### config.mk
export PLATFORM = sky130hd
export DESIGN_NAME = stepidx_top
export DESIGN_NICKNAME = d
export VERILOG_FILES = /design/src/rtl/stepidx_pkg.sv /design/src/rtl/stepidx_edge_sync.sv /design/src/rtl/stepidx_next_pos.sv /design/src/rtl/stepidx_quarter_lut.sv /design/src/rtl/stepidx_winding.sv /design/src/rtl/stepidx_top.sv
export SDC_FILE = /design/constraint.sdc
export NUM_CORES = 1
export LEC_CHECK = 0
export CAP_MARGIN = 20
export CORE_MARGIN = 8
export CORE_UTILIZATION = 52
export DETAILED_ROUTE_END_ITERATION = 10
export GPL_ROUTABILITY_DRIVEN = 0
export PLACE_DENSITY = 0.71
export SYNTH_ARGS = -nofsm -noshare
export SYNTH_HDL_FRONTEND = slang
export SYNTH_SLANG_ARGS = --single-unit
### constraint.sdc
create_clock -name clk -period 6.7 [get_ports clk]
set_input_delay 0.67 -clock clk [delete_from_list [all_inputs] [get_ports clk]]
set_output_delay 0.67 -clock clk [all_outputs]
set_load 0.01 [all_outputs]
### src/rtl/stepidx_pkg.sv
// Shared sizes, types and helpers for the STEP/DIR indexer.
// Assumes a 128-entry electrical cycle held as a quarter-wave table.
package stepidx_pkg;
    localparam int POS_W     = 7;                 // bits of electrical position
    localparam int QTR_W     = POS_W - 2;         // bits inside one quadrant
    localparam int QTR_N     = 1 << QTR_W;        // entries per quadrant
    localparam int MAG_W     = 8;                 // magnitude width
    localparam int CUR_W     = MAG_W + 1;         // signed current width
    localparam int MODE_W    = 3;
    localparam int MAX_SHIFT = QTR_W;             // full step = one quadrant
    localparam int HOME_POS  = QTR_N / 2;         // 45 degrees
    localparam int SYNC_STG  = 2;

    typedef logic [POS_W-1:0]        pos_t;
    typedef logic [MAG_W-1:0]        mag_t;
    typedef logic signed [CUR_W-1:0] cur_t;
    typedef logic [MODE_W-1:0]       mode_t;
    typedef logic [2:0]              shift_t;

    // Log2 of the stride for a resolution code; codes past 1/32 saturate.
    function automatic shift_t mode_shift(input mode_t m);
        if (m >= mode_t'(MAX_SHIFT))
            return shift_t'(0);
        else
            return shift_t'(shift_t'(MAX_SHIFT) - shift_t'(m));
    endfunction
endpackage

### src/rtl/stepidx_edge_sync.sv
// Synchronizer and rising-edge detector for the asynchronous STEP input.
// Assumes STEP high and low times each exceed two clock periods.
module stepidx_edge_sync #(
    parameter int STAGES = 2
) (
    input  logic clk,
    input  logic rst_n,
    input  logic async_in,
    output logic rise_o
);
    logic [STAGES:0] chain_q;

    // Shift the input through the synchronizer plus one history flop.
    always_ff @(posedge clk) begin
        if (!rst_n)
            chain_q <= '0;
        else
            chain_q <= {chain_q[STAGES-1:0], async_in};
    end

    // One-cycle pulse when the synchronized level goes from low to high.
    assign rise_o = chain_q[STAGES-1] & ~chain_q[STAGES];
endmodule

### src/rtl/stepidx_next_pos.sv
// Combinational next-position calculator.
// Snaps to the grid of the selected resolution, then moves one stride.
// Assumes the full-step grid is offset by half a quadrant (45 degrees).
module stepidx_next_pos
    import stepidx_pkg::*;
(
    input  pos_t  cur_pos,
    input  mode_t mode,
    input  logic  dir_fwd,
    output pos_t  nxt_pos
);
    shift_t sh;
    pos_t   stride;
    pos_t   mask;
    pos_t   offs;
    pos_t   rel;
    pos_t   floor_rel;
    logic   aligned;
    pos_t   fwd_pos;
    pos_t   rev_pos;

    // Derive the stride, the grid offset and the rounded-down grid point.
    always_comb begin
        sh        = mode_shift(mode);
        stride    = pos_t'(1) << sh;
        mask      = ~(stride - pos_t'(1));
        offs      = (sh == shift_t'(MAX_SHIFT)) ? pos_t'(HOME_POS) : pos_t'(0);
        rel       = cur_pos - offs;
        floor_rel = rel & mask;
        aligned   = (rel == floor_rel);
    end

    // Forward always goes one stride past the floor; reverse stops at the
    // floor unless the position is already on the grid.
    always_comb begin
        fwd_pos = floor_rel + stride + offs;
        rev_pos = aligned ? (floor_rel - stride + offs) : (floor_rel + offs);
        nxt_pos = dir_fwd ? fwd_pos : rev_pos;
    end
endmodule

### src/rtl/stepidx_quarter_lut.sv
// Quarter-wave sine magnitude table: entry k = round(255*sin(k*pi/64)).
// Assumes 33 entries (0 to 90 degrees inclusive).
module stepidx_quarter_lut
    import stepidx_pkg::*;
(
    input  logic [QTR_W:0] idx,
    output mag_t           mag
);
    // Constant lookup of the first quadrant.
    always_comb begin
        case (idx)
            6'd0:  mag = 8'd0;
            6'd1:  mag = 8'd13;
            6'd2:  mag = 8'd25;
            6'd3:  mag = 8'd37;
            6'd4:  mag = 8'd50;
            6'd5:  mag = 8'd62;
            6'd6:  mag = 8'd74;
            6'd7:  mag = 8'd86;
            6'd8:  mag = 8'd98;
            6'd9:  mag = 8'd109;
            6'd10: mag = 8'd120;
            6'd11: mag = 8'd131;
            6'd12: mag = 8'd142;
            6'd13: mag = 8'd152;
            6'd14: mag = 8'd162;
            6'd15: mag = 8'd171;
            6'd16: mag = 8'd180;
            6'd17: mag = 8'd189;
            6'd18: mag = 8'd197;
            6'd19: mag = 8'd205;
            6'd20: mag = 8'd212;
            6'd21: mag = 8'd219;
            6'd22: mag = 8'd225;
            6'd23: mag = 8'd231;
            6'd24: mag = 8'd236;
            6'd25: mag = 8'd240;
            6'd26: mag = 8'd244;
            6'd27: mag = 8'd247;
            6'd28: mag = 8'd250;
            6'd29: mag = 8'd252;
            6'd30: mag = 8'd254;
            6'd31: mag = 8'd255;
            6'd32: mag = 8'd255;
            default: mag = 8'd0;
        endcase
    end
endmodule

### src/rtl/stepidx_winding.sv
// One winding's signed current from the electrical position.
// PHASE adds a fixed angle: 0 gives sine, QTR_N gives cosine.
// Uses quadrant mirroring and sign on the quarter-wave table.
module stepidx_winding
    import stepidx_pkg::*;
#(
    parameter int PHASE = 0
) (
    input  pos_t pos,
    output cur_t cur,
    output mag_t mag
);
    pos_t            shifted;
    logic [1:0]      quad;
    logic [QTR_W-1:0] rem;
    logic [QTR_W:0]  idx;
    logic            neg;
    cur_t            mag_ext;

    // Fold the shifted angle into the first quadrant.
    always_comb begin
        shifted = pos + pos_t'(PHASE);
        quad    = shifted[POS_W-1:POS_W-2];
        rem     = shifted[QTR_W-1:0];
        idx     = quad[0] ? ((QTR_W+1)'(QTR_N) - {1'b0, rem}) : {1'b0, rem};
        neg     = quad[1];
    end

    stepidx_quarter_lut u_lut (
        .idx (idx),
        .mag (mag)
    );

    // Apply the half-cycle sign to the magnitude.
    always_comb begin
        mag_ext = cur_t'({1'b0, mag});
        cur     = neg ? -mag_ext : mag_ext;
    end
endmodule

### src/rtl/stepidx_top.sv
// STEP/DIR microstepping indexer top.
// Holds the electrical position, applies qualified STEP edges, and produces
// signed winding currents plus per-winding "magnitude fell" flags.
// Assumes home_n, enable, dir_in and mode_in are synchronous to clk and
// stable around the synchronized STEP edge.
module stepidx_top
    import stepidx_pkg::*;
(
    input  logic                    clk,
    input  logic                    rst_n,
    input  logic                    home_n,
    input  logic                    enable,
    input  logic                    step_in,
    input  logic                    dir_in,
    input  logic [MODE_W-1:0]       mode_in,
    output logic signed [CUR_W-1:0] win_a_cur,
    output logic signed [CUR_W-1:0] win_b_cur,
    output logic                    win_a_dec,
    output logic                    win_b_dec
);
    logic step_rise;
    pos_t pos_q;
    pos_t pos_nxt;
    logic [1:0] dec_q;
    cur_t cur_now [2];
    mag_t mag_now [2];
    cur_t cur_nxt [2];
    mag_t mag_nxt [2];

    stepidx_edge_sync #(.STAGES(SYNC_STG)) u_sync (
        .clk      (clk),
        .rst_n    (rst_n),
        .async_in (step_in),
        .rise_o   (step_rise)
    );

    stepidx_next_pos u_next (
        .cur_pos (pos_q),
        .mode    (mode_in),
        .dir_fwd (dir_in),
        .nxt_pos (pos_nxt)
    );

    // Winding 0 is A (cosine, +90 degrees), winding 1 is B (sine).
    for (genvar w = 0; w < 2; w++) begin : g_wind
        localparam int PH = (w == 0) ? QTR_N : 0;

        stepidx_winding #(.PHASE(PH)) u_now (
            .pos (pos_q),
            .cur (cur_now[w]),
            .mag (mag_now[w])
        );

        stepidx_winding #(.PHASE(PH)) u_nxt (
            .pos (pos_nxt),
            .cur (cur_nxt[w]),
            .mag (mag_nxt[w])
        );
    end

    // Position and trend flags: home on reset, advance on a qualified edge.
    always_ff @(posedge clk) begin
        if (!rst_n || !home_n) begin
            pos_q <= pos_t'(HOME_POS);
            dec_q <= '0;
        end else if (enable && step_rise) begin
            pos_q <= pos_nxt;
            for (int w = 0; w < 2; w++)
                dec_q[w] <= (mag_nxt[w] < mag_now[w]);
        end
    end

    assign win_a_cur = cur_now[0];
    assign win_b_cur = cur_now[1];
    assign win_a_dec = dec_q[0];
    assign win_b_dec = dec_q[1];
endmodule

**After elaboration in Yosys (flattened, before gate mapping)**

Memories as Yosys holds them, arrays and structs flattened.
Cells that the tools add are included.

- Register bits: 12
- Bits in read-only memories: 2048
- Bits of input ports: 9
- Output and inout bits: 20
- Logic and storage cells: 47
- Memories kept: 4

Memory list:

| name | words | bits a word | rd ports | clocked after memory_dff | wr ports | line | source |
|---|---|---|---|---|---|---|---|
| (name not given) | 64 | 8 | 1 | 0 | 0 | stepidx_quarter_lut.sv:11 | `case (idx)` |
| (name not given) | 64 | 8 | 1 | 0 | 0 | stepidx_quarter_lut.sv:11 |  |
| (name not given) | 64 | 8 | 1 | 0 | 0 | stepidx_quarter_lut.sv:11 |  |
| (name not given) | 64 | 8 | 1 | 0 | 0 | stepidx_quarter_lut.sv:11 |  |

- Add/sub/neg operators: 16
- Magnitude comparators: 3
- Equal/unequal tests: 2
- Shifts and indexed selects: 1
- Mux-type cells: 10
- Bitwise gates (word level): 4
- Reductions and logical operators: 4

Operators by type and width:

| kind | number |
|---|---|
| 7-bit adder | 4 |
| 6-bit 2-to-1 mux | 4 |
| 6-bit by 5-bit subtractor with 6-bit output, first input constant | 4 |
| 9-bit 2-to-1 mux | 2 |
| 8-bit negation with 9-bit output | 2 |
| 8-bit less-than comparator | 2 |
| 7-bit 2-to-1 mux | 2 |
| 7-bit subtractor | 2 |
| 7-bit by 6-bit adder with 7-bit output, second input constant | 1 |
| 7-bit AND | 1 |
| 7-bit == test | 1 |
| 7-bit NOT | 1 |
| 1-bit by 3-bit left shift with 7-bit output, first input constant | 1 |
| 7-bit by 1-bit subtractor with 7-bit output, second input constant | 1 |
| 6-bit adder, second input constant | 1 |
| 5-bit 2-to-1 mux | 1 |
| 3-bit == test, second input constant | 1 |
| 3-bit >= comparator, second input constant | 1 |
| 3-bit 2-to-1 mux | 1 |
| 3-bit subtractor, first input constant | 1 |
| 1-bit logical NOT | 2 |
| 1-bit AND | 1 |
| 1-bit logical AND | 1 |
| 1-bit logical OR | 1 |
| 1-bit NOT | 1 |

**Depth between registers and ports, before layout**

Gate-level depths: netlist (run 1).
An unclocked memory read counts as a cell.

- Word-level depth: 15
- Depth in mapped cells: 29
- Gate-level depth less buffers: 26

**Cells and area by module**

A second synthesis (run 1) with hierarchy kept.

- Cells, all modules: 679
- Area, all modules: 4893.4 µm²

By module, submodules not included:

| module | times used | cells an instance | area an instance (µm²) | seq. area each (µm²) |
|---|---|---|---|---|
| stepidx_quarter_lut (g_wind[0].u_nxt.u_lut ...) | 3 | 77 | 519.2 | 0.0 |
| stepidx_next_pos | 1 | 126 | 888.4 | 0.0 |
| stepidx_top | 1 | 84 | 678.2 | 180.2 |
| stepidx_quarter_lut (g_wind[0].u_now.u_lut) | 1 | 79 | 600.6 | 0.0 |
| stepidx_winding (g_wind[1].u_now ...) | 2 | 37 | 270.3 | 0.0 |
| stepidx_winding (g_wind[0].u_now ...) | 2 | 39 | 267.8 | 0.0 |
| stepidx_edge_sync | 1 | 7 | 92.6 | 60.1 |

**Worst setup path before layout (run 1)**

No wires, ideal clock.

- Path kind: input to register
- Start point: input port mode_in[1]
- End point: register dec_q[0]
- Setup time: 0.086 ns
- Data arrival time: 5.574 ns
- Required time: 6.614 ns
- Setup slack: 1.040 ns
- Cell stages on the path: 26
- Path buffers: 3
- Path through: buf_4 nor3_2 ha_1 nor2_1 a21oi_1 ha_1 or2_2 ha_1 inv_1 a21oi_1 nor4_4 o21ai_1 o211ai_1 xnor2_1 clkbuf_1 clkbuf_1 nor3_1 a221oi_1 ha_1 a21o_1 a21o_1 a21oi_1 nand3b_1 a21oi_1 nor3_1 a211oi_1

- Longest elaborated chain between the ends: 15
- Elaborated cells between the ends (all ways): 23
- Classes of those cells: 10 x add/sub; 2 x order compare; 2 x eq/ne; 1 x shift; 5 x mux; 2 x bitwise; 1 x memory

Ends and longest elaborated chain:

| element | line | source |
|---|---|---|
| from (decl) | stepidx_top.sv:15 | `input logic [MODE_W-1:0] mode_in,` |
| 3-bit subtractor or 3-bit >= comparator (tied branches) | stepidx_pkg.sv:25, stepidx_pkg.sv:22 |  |
| 3-bit 2-to-1 mux (*) | stepidx_pkg.sv:22 | `if (m >= mode_t'(MAX_SHIFT))` |
| 3-bit == test or 1-bit by 3-bit left shift with 7-bit output (tied branches) | stepidx_next_pos.sv:27, stepidx_next_pos.sv:25 |  |
| 5-bit 2-to-1 mux or 7-bit by 1-bit subtractor with 7-bit output (tied branches) | stepidx_next_pos.sv:27, stepidx_next_pos.sv:26 |  |
| 7-bit subtractor or 7-bit NOT (tied branches) | stepidx_next_pos.sv:28, stepidx_next_pos.sv:26 |  |
| 7-bit AND | stepidx_next_pos.sv:29 | `floor_rel = rel & mask;` |
| 7-bit subtractor | stepidx_next_pos.sv:37 | `rev_pos = aligned ? (floor_rel - stride + offs) : (floor_rel + offs);` |
| 7-bit adder | stepidx_next_pos.sv:37 |  |
| 7-bit 2-to-1 mux | stepidx_next_pos.sv:37 |  |
| 7-bit 2-to-1 mux (*) | stepidx_next_pos.sv:38 | `nxt_pos = dir_fwd ? fwd_pos : rev_pos;` |
| 6-bit adder (*) | stepidx_winding.sv:22 | `shifted = pos + pos_t'(PHASE);` |
| 6-bit by 5-bit subtractor with 6-bit output | stepidx_winding.sv:25 | `idx = quad[0] ? ((QTR_W+1)'(QTR_N) - {1'b0, rem}) : {1'b0, rem};` |
| 6-bit 2-to-1 mux (*) | stepidx_winding.sv:25 |  |
| memory read 64 x 8 bit (*) | - |  |
| 8-bit less-than comparator (*) | stepidx_top.sv:69 | `dec_q[w] <= (mag_nxt[w] < mag_now[w]);` |
| to (signal, indexed assignment) | stepidx_top.sv:69 |  |
| to (decl) | stepidx_top.sv:24 | `logic [1:0] dec_q;` |

Every way passes the cells marked *; elsewhere a longest branch is shown, timed or not.
A chain may end at the register's enable or synchronous reset.

**Worst setup path after layout (run 1)**

- Start point: input port mode_in[2]
- End point: register dec_q[0]

The elaborated chain is that of the path after synthesis.

==> results list, run 1 <==
- Outcome: finished, final reports clean
* Area of combinational cells with multiple inputs: between 0.003 and 0.004 mm²
* Number of nets in the final layout: between 700 and 800
* Dominant register cell in the synthesized netlist: dfxtp_1
* Total of buffers placed on input and output ports: 28
- Of the total power, the share spent switching nets is 49.93%.
- Summing the sequential cell areas from Yosys gives 5.345% of the chip area.
- Root buffer selected by CTS: clkbuf_8
- The final count of pins violating max slew came to 0.
- Post-route cell area: ~0.0050 mm²
- In this run the static leakage power is between 2 and 2.5 nW.
* Sum of net half-perimeters after detailed placement: around 10 mm
* Average footprint of a synthesized cell: just over 7 µm²
- Cell type with the highest aggregate area in the netlist: ha_1
- The analysis attributes to net switching a power of approximately 330 µW.
- Drt drc: 0
- Dominant combinational cell family by area after synthesis: compound AO/OA/AOI/OAI gates
- The detailed router used layers up to and including met4.
- Library cell contributing the largest single delay on the critical path: clkdlybuf4s50_1
- The synthesized design contains 0 enable-type register cells.
* Post-synth ARST share: 0%
- Placed Instance Area: ~0.0049 mm²
- Die Span X: roughly 110 µm
- Number of setup buffers added after CTS: 0
- Proportion of netlist area held by the largest area contributor: between 15 and 20%
* Max clock buf depth: 2
- Final-layout fill cell count: about 840
- Tot GR Track Use: a little over a fifth
- Period utilisation layout: 92.46%
* Worst R2R Setup Slack: about 930 ps
- Number of search-and-repair iterations in the first detailed-routing pass: 5
- For this block, the routed nets add up to 13.02 mm of wire.
- TritonCTS built the clock tree.
* Setup repair after global routing missed its margin: no
* Worst EP required: around 6900 ps
* Layout-stage area growth over the synthesis result: 10.30%
* Routed wire length on met3: slightly below 900 µm
* Average wire length per cell after detail routing: roughly 17 µm
- Initial core utilization: around 53%
- Count of distinct cell types in the synthesized netlist: between 80 and 90
- Cells with a size suffix above 1 make up between 10% and 20% of the layout.
- Worst clock skew: a little under 8 ps
- Clock group share of total power: about 13%
- Congestion Overflow GR: 0
- Clock tree synthesis found a total of 12 sinks.
- Antenna violations before repair: 0
- Proportion of power drawn by flip-flops and latches: between 10% and 20%
- Summing the areas of all and, or, nand and nor instances in the mapped netlist gives 24.53% of the synthesized area.
* Diode count: 0
- Final design utilization: 57.97%
* Number of nets with antenna violations after routing: 0
* VDD IR max: 0.00008409 V
* CTS clk-pin slew, worst paths: approximately 60 ps
- Across the whole layout, storage elements account for between 200 and 250 µm².
* Cell area after synthesis: approximately 0.0045 mm²
- The critical path is of the primary input to flip-flop type.
* Internal power: around 330 µW
- Maximum number of pins on one net before global-route repair: 26
- The initialized floorplan defines 34 standard-cell rows.
- Number of max-cap violations: 0
- I/O pin total: 29
- Transition time at the pin with the least slew margin: 1027 ps
- The floorplan step defined a die boundary enclosing 0.01187 mm².
- After floorplanning, the core was sized to cover 0.008551 mm².
- The number of global-route vias before repair was ~4400.
* Wl on met1: between 5 and 6 mm
* Via density per instance: about 6.4
- By area the synthesized netlist is led by ha_1, a21oi_1, dfxtp_1.
- The share of total power dissipated in combinational logic is 76.3%.
- CTS built an H-tree with a depth of 1.
- First-pass GRT wire length: roughly 22 mm
* Final-layout worst hold slack: approximately 440 ps
* Post-route setup TNS: 0 ps
- The worst setup path is launched from a primary input.
* Total power divided by cell area: roughly 130 mW/mm²
* Xor/xnor share of the synthesized area: 7.155%
- Power after layout: ~660 µW
* Clock latency on the worst-skew pair: 250 ps
- Setup violations remaining at the end of the flow were counted as 0.
- For this run, the top clock speed supported by timing is 0.1614 GHz.
- Wire segments on met2 add up to between 6 and 7 mm in the final route.
* 1st-iter DRT viols: between 300 and 400
- The portion of synthesized area spent on multiplexers is 2.756%.
- Post-route minimum period: slightly above 6000 ps
* Clock buffers created by TritonCTS: 3
- Headroom to the max-slew limit came out at between 30% and 40%.
- Die height: 109.0 µm
* Synthesized-area fraction occupied by ao, oa, aoi and oai cells: between 30% and 40%
- The synthesized netlist devotes 18.43% of its cell area to adder and majority cells.
- Synthesized flop and latch total: 12
- Fin. Hold Viols: 0
* Path type of the worst min-delay path: flip-flop to flip-flop
- Warnings from Yosys: 0
* Net count after synthesis: between 700 and 800
- The largest single stage delay on the critical path is between 600 and 700 ps.
* Vias: 4860
* Number of cells produced by synthesis: around 630
* Worst Setup End Kind: flip-flop
* Critical path data arrival time: between 6000 and 7000 ps
- Largest driver fanout on the critical path: 9
-- cells by family (layout without fill, tap and decap cells) --
family          after synthesis  in the layout
flops                        12             12
simple gates                211            211
fa+ha+maj                    65             65
mux                          12             12
buf+inv                      83            100
xor+xnor                     35             35
other cells                   1              1
compound gates              213            213
-- worst paths after layout --
| check | from | endpoint | cells past startpoint |
|---|---|---|---|
| worst min register to register | u_sync.chain_q[0] | u_sync.chain_q[1] | 1 |
| worst max-delay path | mode_in[2] | dec_q[0] | 26 |
| worst min-delay path | u_sync.chain_q[0] | u_sync.chain_q[1] | 1 |
| worst max register to register | pos_q[4] | dec_q[0] | 27 |
-- through the flow --
step                setup WS, ps  cells
floorplan                   1040    632
global placement           322.6    752
detailed placement         269.2    752
CTS                        505.9    756
global route               46.03    757
finish                     505.3    757
-- power by group through the flow --
stage | clock network (mW) | logic (mW) | registers (mW)
2_1_floorplan | 0 | 0.369 | 0.0754
3_3_place_gp | 0 | 0.478 | 0.0757
3_5_place_dp | 0 | 0.490 | 0.0757
4_1_cts | 0.0834 | 0.493 | 0.0741
5_1_grt | 0.0875 | 0.555 | 0.0743
6_report | 0.0830 | 0.505 | 0.0741
-- worst max-delay path, delay by kind of cell --
| kind | cells | cell delay [ps] |
|---|---|---|
| AOI/OAI and AO/OA | 10 | 1980 |
| xor gates and xnor gates | 1 | 300 |
| adders and majority gates | 4 | 1200 |
| buffers and inverters | 5 | 1240 |
| and+or+nand+nor | 6 | 990 |
-- flip-flops by register name (all words and copies together), names as in the netlist --
register,flops
dec_q,2
pos_q,7
u_sync.chain_q,3
-- synthesized netlist by cell type, types with 9 or more instances --
master    instances
a211oi_1         10
a21oi_1          54
a31oi_1          13
and2_1           10
and3_1            9
buf_2            10
clkbuf_1         21
dfxtp_1          12
ha_1             63
inv_1            40
mux2i_1           9
nand2_1          40
nand3_1          20
nor2_1           55
nor3_1           25
o21a_1            9
o21ai_0          37
or3_1             9
xnor2_1          26
-- placed cells by master, fill, tap and decap left out, types with 10 or more instances in the layout --
cell              n
clkdlybuf4s50_1  28
nand2_1          40
a21oi_1          54
nand3_1          20
nor2_1           55
o21ai_0          37
xnor2_1          26
ha_1             63
nor3_1           25
a31oi_1          13
dfxtp_1          12
inv_1            40
buf_4            24
a211oi_1         10
-- final cells by class --
class / instances / share of cell area [%]
inverters: 44 / 3.407
flip-flops and latches: 12 / 4.846
well taps: 108 / 2.726
repair buffers: 52 / 9.288
clock buffers: 4 / 1.111
multi-input cells: 537 / 78.62
-- routing by layer --
layer / GRT usage, % / up-vias
met3: 2.482 / 17
met1: 28.52 / 2281
li1: - / 2372
met4: 3.324 / 0
met2: 37.05 / 190
met5: 0 / -
-- repair_timing --
item | CTS | global route
hold buffers | 0 | 0
resized for setup | 0 | 2
setup endpoints to repair | 0 | 1
hold endpoints to repair | 0 | 0
(Power assumes the default switching activity.)
==> run 2: changes to the inputs <==
Settings changed: CORE_MARGIN 8 to 4, SKIP_CTS_REPAIR_TIMING set to 1.
==> run 2 against run 1 <==
Power fell by 1.0%. Fmax rose by 0.18%. Design area decreased by 0.38%. Routed wire length decreased by 2.5%. Worst setup slack improved by 11 ps. Largest cell class unchanged.
==> results list, run 2 (synthesis results as in run 1) <==
* Rel. slew slack: 35.55% (+4.5 points)
- Library cell contributing the largest single delay on the critical path: clkdlybuf4s50_1
- Worst Setup End Kind: flip-flop
- The worst hold path belongs to the class flip-flop to flip-flop.
- The final setup skew is 4.000 ps (-3.699 ps).
- The largest net degree at the start of global routing was 26 (unchanged).
- Via density per instance: 6.451 (+0.48%)
- The critical path data arrival time is 6300 ps (-70 ps).
- The area of the placeable core is 0.008299 mm² (-2.9%).
* Final-layout fill cell count: 794 (-4.9%)
* H-Tree Level Count: 1 (unchanged)
- The number of hold-slack violations in the final timing report was 0 (unchanged).
- The initial antenna violation count is 0 (unchanged).
- The worst-case vdd ir drop came to 0.0001132 V (+35%).
* Diode count: 0 (unchanged)
- Vias: 4851 (-0.19%)
- Worst EP required: 6820 ps (-50 ps)
* CTS clk-pin slew, worst paths: 60 ps (about the same)
- Die Span X: 101.0 µm (-7.3%)
* Outcome: finished, final reports clean
* Congestion Overflow GR: 0 (unchanged)
* I/O pin total: 29 (unchanged)
- Commonest non-fill, non-tap cell in the layout: ha_1
- The cell row count was 33 (-2.9%).
- The clock buffer count from CTS was 3 (unchanged).
- Setup repair after global routing left no endpoint under its margin.
- The number of nets with antenna violations after detailed routing was 0 (unchanged).
- The number of clock sinks is 12 (unchanged).
- Via count of the first global-routing pass: 4563 (+3.1%)
- Clock latency on the worst-skew pair: 250 ps (about the same)
- Counting stages on the worst path, the most repeated cell is ha_1.
* Average wire length per cell after detail routing: 16.88 µm (-1.9%)
- The timing-limited maximum frequency was 0.1617 GHz (+0.18%).
* Number of search-and-repair iterations in the first detailed-routing pass: 5 (unchanged)
- Final max-slew violation count: 0 (unchanged)
* Sum of net half-perimeters after detailed placement: 10.03 mm (-1.0%)
* Routed wire length on met3: 877 µm (-0.79%)
- Number of max-cap violations: 0 (unchanged)
- The minimum period implied by the final worst setup slack was 6183 ps (-11.39 ps).
- Number of nets in the final layout: 722 (-0.28%)
- Registers with the most flip-flops: pos_q x7, u_sync.chain_q x3, dec_q x2
- Period utilisation layout: 92.29% (-0.17 points)
- The global-route usage over all layers was 25.07% (+3.5 points).
- The total negative setup slack was 0 ps (unchanged).
- The standby leakage power came to 2.038 nW (-0.19%).
- TritonCTS built the clock tree.
- The starting utilization of the core area was 54.15% (+1.6 points).
* 1st-iter DRT viols: 338 (-11%)
- The wire length of the first global-routing pass was 21.52 mm (about the same).
- Total power divided by cell area: 132.6 mW/mm² (-0.67%)
- The total of endpoints with negative setup slack in the final report came to 0 (unchanged).
* Total of buffers placed on input and output ports: 28 (unchanged)
- Transition time at the pin with the least slew margin: 959.9 ps (-67.15 ps)
- Relative to the synthesized area, the layout overhead comes to 9.883%.
- Start-to-end type of the worst setup path: primary input to flip-flop
- Met2 layer wire length in the routed design: 6.099 mm (-1.5%)
- The total power draw came to 654.8 µW (-1.0%).
- The highest metal layer carrying signal wires in the routed design is met4.
* Overall die area: 0.01019 mm² (-14%)
- STA classifies the critical path startpoint as a primary input.
- The sum of routed wire length over all layers is 12.70 mm (-2.5%).
- Share of final-layout standard cells stronger than drive strength 1: 9.892% (-0.43 points)
- The largest stage delay on the critical path is 440 ps (-180 ps).
* Die height: 101.0 µm (-7.3%)
- Drt drc: 0 (unchanged)
- Largest register FFs: 7 (unchanged)
* Root buffer selected by CTS: clkbuf_8
* Leading cell types in the layout, fill and taps excluded: ha_1, nor2_1, a21oi_1
* Max clock buf depth: 2 (unchanged)
- Top reg by flops: pos_q
* Wl on met1: 5.508 mm (-4.8%)
- Largest driver fanout on the critical path: 11 (+2)
## run 2: cell count changes in the layout (fill, tap and decap cells not counted), sizes merged
cell | previous run | this run
buf | 24 | 22
clkinv | 1 | 2
clkinvlp | 1 | 0
## run 2: per-layer routing
metal,up-vias,global-route usage (%)
met5,-,0
li1,2373,-
met2,201,43.54
met4,0,4.703
met1,2253,33.33
met3,24,3.253
## run 2: where the power goes
part / total [mW] / leakage, nW / internal, mW / switching, mW
clock: 0.0837 / 0.0288 / 0.0521 / 0.0316
combinational: 0.497 / 1.91 / 0.203 / 0.293
sequential: 0.0742 / 0.0973 / 0.0729 / 0.00129
total: 0.655 / 2.04 / 0.328 / 0.326
## run 2: per-stage QoR
| step | util [%] | cells | setup WS, ps | hold slack [ps] | area, µm² |
|---|---|---|---|---|---|
| floorplan | - | 632 | 1040 | 411.8 | 4494 |
| global placement | 58.60 | 746 | 426.8 | 424.4 | 4863 |
| detailed placement | 58.60 | 746 | 200.4 | 423.3 | 4863 |
| CTS | 59.26 | 750 | 449.5 | 438.4 | 4918 |
| global route | 59.51 | 752 | 4.417 | 449.6 | 4938 |
| finish | 59.51 | 752 | 516.7 | 432.7 | 4938 |
## run 2: critical path: cells and delay by family
kind | cells | cell delay [ps]
AO/OA/AOI/OAI | 11 | 2010
adder cells (fa/ha/maj) | 5 | 1470
AND/OR/NAND/NOR | 7 | 1130
buffers and inverters | 4 | 1000
## run 2: cell type report
type / instances / area, µm² / share of cell area (%)
multi-input cells: 537 / 3904 / 79.05
repair buffers: 50 / 442.9 / 8.969
clock buffers: 4 / 55.05 / 1.115
well taps: 105 / 131.4 / 2.660
inverters: 44 / 165.2 / 3.344
flip-flops and latches: 12 / 240.2 / 4.864
## run 2: path summary, 6_finish.rpt
check	startpoint	slack (ps)	cells after the start	to
max	mode_in[1]	520	27	dec_q[1]
min	u_sync.chain_q[0]	430	1	u_sync.chain_q[1]
max reg2reg	pos_q[1]	800	25	dec_q[1]
min reg2reg	u_sync.chain_q[0]	430	1	u_sync.chain_q[1]
